--- src/rtl/adc_seq_pkg.sv ---
// Shared register map, field positions and sequencer state type.
// Assumes the default field widths fit in a 16-bit register word.
package adc_seq_pkg;

    typedef enum logic [1:0] {
        ST_IDLE   = 2'd0,
        ST_SAMPLE = 2'd1,
        ST_CONV   = 2'd2
    } seq_state_t;

    localparam logic [1:0] REG_CTRL = 2'd0;
    localparam logic [1:0] REG_CLK  = 2'd1;
    localparam logic [1:0] REG_STAT = 2'd2;
    localparam logic [1:0] REG_RES  = 2'd3;

    // control register bit positions
    localparam int CB_CORE  = 0;
    localparam int CB_EN    = 1;
    localparam int CB_SW    = 2;
    localparam int CB_EXT   = 3;
    localparam int CB_REF   = 4;
    localparam int CB_REFHI = 5;
    localparam int CB_TRIG  = 6;

    // clock/channel register field positions
    localparam int KB_CSEL = 0;
    localparam int KB_DIV  = 2;
    localparam int KB_CHAN = 8;

    // status register bit positions
    localparam int SB_BUSY  = 0;
    localparam int SB_READY = 1;
    localparam int SB_EN    = 2;
    localparam int SB_PEND  = 3;

endpackage

--- src/rtl/adc_clk_div.sv ---
// Conversion clock generator: selects one tick source and divides it.
// Assumes src_tick strobes are synchronous to clk. The count restarts
// whenever run is low, so each conversion begins with a fresh period.
module adc_clk_div #(
    parameter int N_SRC = 4,
    parameter int DIV_W = 3,
    localparam int SEL_W = $clog2(N_SRC)
) (
    input  logic             clk,
    input  logic             rst_n,
    input  logic             run,
    input  logic [N_SRC-1:0] src_tick,
    input  logic [SEL_W-1:0] sel,
    input  logic [DIV_W-1:0] div,
    output logic             tick
);
    logic [DIV_W-1:0] cnt_q;
    logic             sel_tick;

    // pick the chosen source strobe
    assign sel_tick = src_tick[sel];
    // a divided tick is the selected strobe that completes a period
    assign tick = run && sel_tick && (cnt_q == div);

    // count selected strobes within one divided period
    always_ff @(posedge clk) begin
        if (!rst_n || !run) begin
            cnt_q <= '0;
        end else if (sel_tick) begin
            cnt_q <= (cnt_q == div) ? '0 : cnt_q + 1'b1;
        end
    end
endmodule

--- src/rtl/adc_ref_timer.sv ---
// Reference settle timer: counts cycles after the reference is enabled
// and reports ready once SETTLE_CYC cycles have elapsed. Disabling the
// reference clears the count. Assumes SETTLE_CYC >= 1.
module adc_ref_timer #(
    parameter int SETTLE_CYC = 1000,
    localparam int CW = $clog2(SETTLE_CYC + 1)
) (
    input  logic clk,
    input  logic rst_n,
    input  logic en,
    output logic ready
);
    logic [CW-1:0] cnt_q;

    // ready once the full settle count is reached
    assign ready = (cnt_q == CW'(SETTLE_CYC));

    // count up while enabled, saturate at the settle value
    always_ff @(posedge clk) begin
        if (!rst_n || !en) begin
            cnt_q <= '0;
        end else if (!ready) begin
            cnt_q <= cnt_q + 1'b1;
        end
    end
endmodule

--- src/rtl/adc_sar_core.sv ---
// Bit-search engine: on start, clears the accumulator and resolves one
// bit per step, MSB first, keeping a bit when cmp_in says the input is at
// or above the trial code. fin pulses one cycle after the LSB step.
module adc_sar_core #(
    parameter int W = 12,
    localparam int IW = $clog2(W)
) (
    input  logic         clk,
    input  logic         rst_n,
    input  logic         start,
    input  logic         abort,
    input  logic         step,
    input  logic         cmp_in,
    output logic [W-1:0] trial,
    output logic [W-1:0] value,
    output logic         fin
);
    logic [W-1:0]  acc_q;
    logic [IW-1:0] idx_q;
    logic          active_q;
    logic          fin_q;

    // trial code adds the bit under test to the kept bits
    assign trial = active_q ? (acc_q | (W'(1) << idx_q)) : acc_q;
    assign value = acc_q;
    assign fin   = fin_q;

    // resolve one bit per step
    always_ff @(posedge clk) begin
        if (!rst_n) begin
            acc_q    <= '0;
            idx_q    <= '0;
            active_q <= 1'b0;
            fin_q    <= 1'b0;
        end else begin
            fin_q <= 1'b0;
            if (abort) begin
                active_q <= 1'b0;
            end else if (start) begin
                acc_q    <= '0;
                idx_q    <= IW'(W - 1);
                active_q <= 1'b1;
            end else if (active_q && step) begin
                if (cmp_in) begin
                    acc_q[idx_q] <= 1'b1;
                end
                if (idx_q == '0) begin
                    active_q <= 1'b0;
                    fin_q    <= 1'b1;
                end else begin
                    idx_q <= idx_q - 1'b1;
                end
            end
        end
    end
endmodule

--- src/rtl/adc_seq_ctrl.sv ---
// Top of the converter control sequencer. Holds the register file,
// selects the sample trigger, runs the idle/sample/convert sequence and
// posts results. Assumes all inputs are synchronous to clk and that the
// default field widths fit the register layout in adc_seq_pkg.
module adc_seq_ctrl #(
    parameter int RES_W          = 12,
    parameter int N_CHAN         = 8,
    parameter int N_SRC          = 4,
    parameter int DIV_W          = 3,
    parameter int N_HW_TRIG      = 3,
    parameter int SAMP_TICKS     = 4,
    parameter int REF_SETTLE_CYC = 1000,
    parameter int DATA_W         = 16,
    localparam int CH_W   = $clog2(N_CHAN),
    localparam int SEL_W  = $clog2(N_SRC),
    localparam int TSEL_W = $clog2(N_HW_TRIG + 1),
    localparam int SC_W   = $clog2(SAMP_TICKS + 1)
) (
    input  logic                 clk,
    input  logic                 rst_n,
    input  logic                 wr_en,
    input  logic [1:0]           addr,
    input  logic [DATA_W-1:0]    wr_data,
    output logic [DATA_W-1:0]    rd_data,
    input  logic [N_SRC-1:0]     src_tick,
    input  logic [N_HW_TRIG-1:0] hw_trig,
    input  logic                 cmp_in,
    output logic [RES_W-1:0]     dac_code,
    output logic [CH_W-1:0]      mux_chan,
    output logic                 core_awake,
    output logic                 ref_enable,
    output logic                 ref_level_hi,
    output logic [RES_W-1:0]     result,
    output logic                 busy,
    output logic                 done
);
    import adc_seq_pkg::*;

    // register file
    logic              core_on_q, enc_q, pend_clr_q, sw_q, ext_q;
    logic              ref_on_q, ref_hi_q;
    logic [TSEL_W-1:0] trig_sel_q;
    logic [SEL_W-1:0]  clk_sel_q;
    logic [DIV_W-1:0]  div_q;
    logic [CH_W-1:0]   chan_q;

    // sequencer state
    seq_state_t        state_q;
    logic [CH_W-1:0]   chan_lat_q;
    logic [SC_W-1:0]   samp_cnt_q;
    logic              samp_prev_q;
    logic [RES_W-1:0]  result_q;
    logic              done_q;

    logic              wr_ctrl, wr_clk;
    logic              samp_sig, samp_rise, samp_fall;
    logic              ref_ready, can_start, go_conv;
    logic              div_run, div_tick;
    logic              sar_start, sar_step, sar_fin;
    logic [RES_W-1:0]  sar_trial, sar_value;
    logic [N_HW_TRIG:0] trig_vec;

    assign wr_ctrl = wr_en && (addr == REG_CTRL);
    assign wr_clk  = wr_en && (addr == REG_CLK);
    assign busy    = (state_q != ST_IDLE);

    // control register with deferred clearing of the conversion enable
    always_ff @(posedge clk) begin
        if (!rst_n) begin
            core_on_q  <= 1'b0;
            enc_q      <= 1'b0;
            pend_clr_q <= 1'b0;
            sw_q       <= 1'b0;
            ext_q      <= 1'b0;
            ref_on_q   <= 1'b0;
            ref_hi_q   <= 1'b0;
            trig_sel_q <= '0;
        end else if (wr_ctrl) begin
            core_on_q  <= wr_data[CB_CORE];
            sw_q       <= wr_data[CB_SW];
            ext_q      <= wr_data[CB_EXT];
            ref_on_q   <= wr_data[CB_REF];
            ref_hi_q   <= wr_data[CB_REFHI];
            trig_sel_q <= wr_data[CB_TRIG +: TSEL_W];
            if (!wr_data[CB_EN] && enc_q && busy) begin
                pend_clr_q <= 1'b1;
            end else begin
                enc_q      <= wr_data[CB_EN];
                pend_clr_q <= 1'b0;
            end
        end else if (pend_clr_q && !busy) begin
            enc_q      <= 1'b0;
            pend_clr_q <= 1'b0;
        end
    end

    // clock source, divider and channel register
    always_ff @(posedge clk) begin
        if (!rst_n) begin
            clk_sel_q <= '0;
            div_q     <= '0;
            chan_q    <= '0;
        end else if (wr_clk) begin
            clk_sel_q <= wr_data[KB_CSEL +: SEL_W];
            div_q     <= wr_data[KB_DIV +: DIV_W];
            chan_q    <= wr_data[KB_CHAN +: CH_W];
        end
    end

    // trigger selection: index 0 is the software bit, then hardware inputs
    assign trig_vec  = {hw_trig, sw_q};
    assign samp_sig  = trig_vec[trig_sel_q];
    assign samp_rise = samp_sig && !samp_prev_q;
    assign samp_fall = !samp_sig && samp_prev_q;

    // remember the previous sample level for edge detection
    always_ff @(posedge clk) begin
        if (!rst_n) samp_prev_q <= 1'b0;
        else        samp_prev_q <= samp_sig;
    end

    adc_ref_timer #(.SETTLE_CYC(REF_SETTLE_CYC)) u_ref (
        .clk   (clk),
        .rst_n (rst_n),
        .en    (ref_on_q),
        .ready (ref_ready)
    );

    assign div_run = (state_q == ST_CONV) || ((state_q == ST_SAMPLE) && !ext_q);

    adc_clk_div #(.N_SRC(N_SRC), .DIV_W(DIV_W)) u_div (
        .clk      (clk),
        .rst_n    (rst_n),
        .run      (div_run),
        .src_tick (src_tick),
        .sel      (clk_sel_q),
        .div      (div_q),
        .tick     (div_tick)
    );

    assign can_start = core_on_q && enc_q && !pend_clr_q && (!ref_on_q || ref_ready);
    assign go_conv   = ext_q ? samp_fall
                             : (div_tick && (samp_cnt_q == SC_W'(SAMP_TICKS - 1)));
    assign sar_start = (state_q == ST_SAMPLE) && core_on_q && go_conv;
    assign sar_step  = (state_q == ST_CONV) && div_tick;

    adc_sar_core #(.W(RES_W)) u_sar (
        .clk    (clk),
        .rst_n  (rst_n),
        .start  (sar_start),
        .abort  (!core_on_q),
        .step   (sar_step),
        .cmp_in (cmp_in),
        .trial  (sar_trial),
        .value  (sar_value),
        .fin    (sar_fin)
    );

    // idle / sample / convert sequence
    always_ff @(posedge clk) begin
        if (!rst_n) begin
            state_q    <= ST_IDLE;
            chan_lat_q <= '0;
            samp_cnt_q <= '0;
        end else begin
            case (state_q)
                ST_IDLE: begin
                    if (samp_rise && can_start) begin
                        state_q    <= ST_SAMPLE;
                        chan_lat_q <= chan_q;
                        samp_cnt_q <= '0;
                    end
                end
                ST_SAMPLE: begin
                    if (!core_on_q)              state_q <= ST_IDLE;
                    else if (go_conv)            state_q <= ST_CONV;
                    else if (!ext_q && div_tick) samp_cnt_q <= samp_cnt_q + 1'b1;
                end
                ST_CONV: begin
                    if (!core_on_q || sar_fin) state_q <= ST_IDLE;
                end
                default: state_q <= ST_IDLE;
            endcase
        end
    end

    // post the result with a one-cycle strobe
    always_ff @(posedge clk) begin
        if (!rst_n) begin
            result_q <= '0;
            done_q   <= 1'b0;
        end else begin
            done_q <= (state_q == ST_CONV) && core_on_q && sar_fin;
            if ((state_q == ST_CONV) && core_on_q && sar_fin) begin
                result_q <= sar_value;
            end
        end
    end

    // register read mux
    always_comb begin
        rd_data = '0;
        case (addr)
            REG_CTRL: begin
                rd_data[CB_CORE]            = core_on_q;
                rd_data[CB_EN]              = enc_q;
                rd_data[CB_SW]              = sw_q;
                rd_data[CB_EXT]             = ext_q;
                rd_data[CB_REF]             = ref_on_q;
                rd_data[CB_REFHI]           = ref_hi_q;
                rd_data[CB_TRIG +: TSEL_W]  = trig_sel_q;
            end
            REG_CLK: begin
                rd_data[KB_CSEL +: SEL_W]   = clk_sel_q;
                rd_data[KB_DIV +: DIV_W]    = div_q;
                rd_data[KB_CHAN +: CH_W]    = chan_q;
            end
            REG_STAT: begin
                rd_data[SB_BUSY]            = busy;
                rd_data[SB_READY]           = ref_ready;
                rd_data[SB_EN]              = enc_q;
                rd_data[SB_PEND]            = pend_clr_q;
            end
            default: begin
                rd_data[RES_W-1:0]          = result_q;
            end
        endcase
    end

    assign dac_code     = sar_trial;
    assign mux_chan     = chan_lat_q;
    assign core_awake   = busy;
    assign ref_enable   = ref_on_q;
    assign ref_level_hi = ref_hi_q;
    assign result       = result_q;
    assign done         = done_q;
endmodule

--- config.mk ---
export PLATFORM = sky130hd
export DESIGN_NAME = adc_seq_ctrl
export DESIGN_NICKNAME = d
export VERILOG_FILES = /design/src/rtl/adc_seq_pkg.sv /design/src/rtl/adc_clk_div.sv /design/src/rtl/adc_ref_timer.sv /design/src/rtl/adc_sar_core.sv /design/src/rtl/adc_seq_ctrl.sv
export SDC_FILE = /design/constraint.sdc
export NUM_CORES = 1
export LEC_CHECK = 0
export BUFFER_PORTS_ARGS = -buffer_cell sky130_fd_sc_hd__buf_4
export CORE_MARGIN = 8
export CORE_UTILIZATION = 44
export CTS_CLUSTER_SIZE = 10
export DETAILED_ROUTE_END_ITERATION = 8
export PLACE_DENSITY = 0.7
export REMOVE_ABC_BUFFERS = 1
export SYNTH_ARGS = -nofsm -noshare
export SYNTH_HDL_FRONTEND = slang
export SYNTH_SLANG_ARGS = --single-unit
--- constraint.sdc ---
create_clock -name clk -period 2 [get_ports clk]
set_clock_uncertainty 0.15 [all_clocks]
set_input_delay 0.4 -clock clk [delete_from_list [all_inputs] [get_ports clk]]
set_output_delay 0.4 -clock clk [all_outputs]
set_load 0.03 [all_outputs]
==> run_results.csv <==
group,metric,value,unit
global_routing,gr-total-overflow,0,
setup_path,crit_type,"register to primary output",
flow_run,max_cap_viol_count,0,
synthesis,synthFlopType,"dfxtp_1",
worst_hold_path,worstHoldEndpoint,"chan_q[1]",
placement,dp_hpwl,6.851,mm
synthesis,synth_area,3276,um2
power_and_ir_drop,vdd_drop_max,452.8,uV
die,die_w,102.3,um
setup_path,regToRegEndpoint,"u_ref.cnt_q[9]",
route,viasPerCell,5.209,
synthesis,avgSynthCellArea,8.758,um2
synthesis,synth_cells,374,
setup_path,cp_data_arrival_time,1.77,ns
worst_hold_path,min_path_type,"input port to register",
sta,drv_slew,0,
setup_path,critPathMaxFanout,2,
sta,setup_tns,-0.7677,ns
cts,path_clk_slew,0.08,ns
cts,cts_tree,"yes",
synthesis,synth_edf_count,0,
sta,setup_viol,16,
run_status,violations,"negative setup slack",
route,wl_per_cell,16.64,um
cts,cts.path.max_buffers,2,
final_layout,num-fill-cells,598,
setup_path,reg2regPathDepth,12,
sta,setup_ws,-0.3232,ns
synthesis,yosysSeqAreaShare,0.4278,
setup_path,worst_setup_path_end_kind,"primary output",
sta,holdWs,0.1334,ns
sta,timing.final.crit_share,1.162,
power_and_ir_drop,leakage,2.101,nW
placement,io_buffers,67,
global_routing,gr-usage-all-layers,0.1864,
cts,ctsHoldBuffers,0,
power_and_ir_drop,power_density,609.0,nW/um2
synthesis,ys_seq_elements,70,
die,num_rows,31,
sta,slew_headroom,0.6609,
sta,finalHoldViolations,0,
cts,cts_buffers,9,
final_layout,diodes,0,
global_routing,grt_pass1_vias,3125,
setup_path,regToRegStartpoint,"u_ref.cnt_q[5]",
cts,cts_htree_levels,3,
route,wl,9.848,mm
global_routing,grt_max_degree,26,
route,drtIter0Drc,91,
final_layout,area_growth,46.49,%
sta,min_period,2.323,ns
route,ant_nets,0,
synthesis,yosysUniqueCellTypes,47,
global_routing,grt_pass1_wl,15.06,mm
sta,tightestPinTransition,0.5044,ns
sta,fmax,430.4,MHz
placement,routabilityCongestion,0.8466,
die,start_util,0.4540,
synthesis,async_reset_ff_frac,0,
cts,cts-root-buf,"clkbuf_8",
worst_hold_path,hold_depth,3,
synthesis,synth_warnings,0,
die,coreArea,7214,um2
sta,rsz0062_at_grt,"yes",
setup_path,rrSetupSlack,-0.13,ns
cts,clock_latency,0.35,ns
route,firstDrtPassIters,4,
die,fp.dieArea,10460,um2
final_layout,drive_above_1_share,0.4118,
route,vias,3084,
run_status,outcome,"finished, violations left",
die,io_pins,77,
worst_hold_path,min_from,"wr_data[9]",
setup_path,crit_path_start_kind,"register",
final_layout,fin_nets,528,
route,drc,0,
setup_path,worstPathRequired,1.45,ns
die,dieHeight,102.3,um
cts,clock_sinks,70,
global_routing,grt_antenna_before_repair,0,
layer usage:
layer  track usage  wire length (um)  vias up
li1              -                 -     1520
met1        0.2227              4167     1459
met2        0.3093              4954       84
met3       0.04564               524       21
met4       0.08239               201        0
met5             0                 0        -
what timing repair did:
| item | CTS | global route |
|---|---|---|
| resized for setup | 46 | 45 |
| endpoints found under the setup margin | 34 | 38 |
| setup buffers | 15 | 3 |
| pin swaps | 9 | 18 |
| cloned | 0 | 1 |
how the worst max path moves through the flow:
stage                   start        endpoint  cells past startpoint
3_3_place_gp       hw_trig[2]  u_sar.idx_q[2]                      7
3_5_place_dp       hw_trig[2]  u_sar.idx_q[0]                      7
4_1_cts        u_ref.cnt_q[5]      rd_data[1]                      5
2_1_floorplan  u_ref.cnt_q[0]      rd_data[1]                      6
6_report       u_ref.cnt_q[0]      rd_data[1]                      7
5_1_grt        u_ref.cnt_q[0]      rd_data[1]                      7
cells by family (layout without fill, tap and decap cells):
kind of cell	Yosys count	in the layout	share of synthesized area
adders and majority gates	11	11	0.04202
and+or+nand+nor	154	154	0.2246
DFF	70	70	0.4278
buffers and inverters	32	148	0.04507
other	1	4	0.001145
AOI/OAI and AO/OA	72	72	0.1356
muxes	23	23	0.09435
xor gates and xnor gates	11	11	0.02941
cell usage in the layout (no fill, tap or decap), drive strengths merged, types with 2 or more instances in the layout:
cell type  synthesis  routed
nor2              44      44
nand2b             4       4
ha                11      11
o21a               3       3
nand3b             3       3
or4                2       2
mux2i             17      17
nand3             10      10
xor2               4       4
a22o               3       3
a21o              12      12
o21ai              6       6
nor3b              2       2
dfxtp             70      70
and2               6       6
nor4               3       3
nand2             50      50
mux4               6       6
conb               1       4
clkbuf            14      11
and3               5       5
or3                5       5
nor3               6       6
or2                2       2
a21oi             40      40
nand4              3       3
nor2b              6       6
bufinv             0       2
inv               11      13
xnor2              7       7
buf                7     120
critical path, stage by stage, from the launching register on:
cell and delay (ns):
dfxtp_2 0.33, inv_1 0.08, ha_4 0.12, nand2_2 0.04, or4_4 0.43, inv_2 0.06
mux4_2 0.24, buf_6 0.13
cells in the mapped netlist, types with 3 or more instances:
cell,instances,share of area
and2_1,6,0.011
clkbuf_1,14,0.016
mux2i_1,17,0.052
dfxtp_1,70,0.43
o21ai_0,6,0.0092
xor2_1,4,0.011
a21oi_1,40,0.061
nor2b_1,6,0.011
nand2_1,50,0.057
or3_1,5,0.0095
nor4_1,3,0.0057
mux4_2,5,0.034
nand3b_1,3,0.0069
ha_1,11,0.042
xnor2_1,7,0.019
a21o_1,12,0.028
buf_4,5,0.011
nor2_1,44,0.050
nand3_1,10,0.015
a22o_1,3,0.0080
nor3_1,6,0.0092
nand2b_1,4,0.0076
inv_1,11,0.013
and3_1,5,0.0095
o21a_1,3,0.0069
area by class of cell:
| cell class | count | area, um2 | share of cell area |
|---|---|---|---|
| Tap cell | 99 | 123.9 | 0.02581 |
| Clock inverter | 6 | 93.84 | 0.01956 |
| Multi-Input combinational cell | 275 | 1974 | 0.4115 |
| Clock buffer | 10 | 127.6 | 0.02660 |
| Timing Repair Buffer | 121 | 1011 | 0.2107 |
| Sequential cell | 70 | 1426 | 0.2973 |
| Inverter | 11 | 41.29 | 0.008605 |
where the power goes:
| group | total [mW] | switching (mW) | internal (mW) | leakage, nW |
|---|---|---|---|---|
| sequential | 1.41 | 0.0121 | 1.40 | 0.573 |
| clock | 1.28 | 0.571 | 0.713 | 0.107 |
| combinational | 0.224 | 0.118 | 0.106 | 1.42 |
| total | 2.92 | 0.701 | 2.22 | 2.10 |
stage by stage:
stage / cells / area, um2 / worst slack [ns] / util / power (mW)
floorplan: 356 / 3181 / -0.07835 / - / 1.535
global placement: 557 / 4095 / -0.2079 / 0.5676 / 1.646
detailed placement: 557 / 4095 / -0.2512 / 0.5676 / 1.648
CTS: 588 / 4593 / -0.3550 / 0.6367 / 2.925
global route: 592 / 4798 / -0.3771 / 0.6651 / 3.018
finish: 592 / 4798 / -0.3232 / 0.6651 / 2.922
state kept, by name, summed over array words and instances, names as in the netlist, 2 cells and up:
| register | flops |
|---|---|
| clk_sel_q | 2 |
| state_q | 2 |
| u_sar.idx_q | 4 |
| trig_sel_q | 2 |
| samp_cnt_q | 3 |
| div_q | 3 |
| mux_chan | 3 |
| u_ref.cnt_q | 10 |
| u_sar.value | 12 |
| result | 12 |
| chan_q | 3 |
| u_div.cnt_q | 3 |
Note: power is estimated with default switching activity, not from simulation.
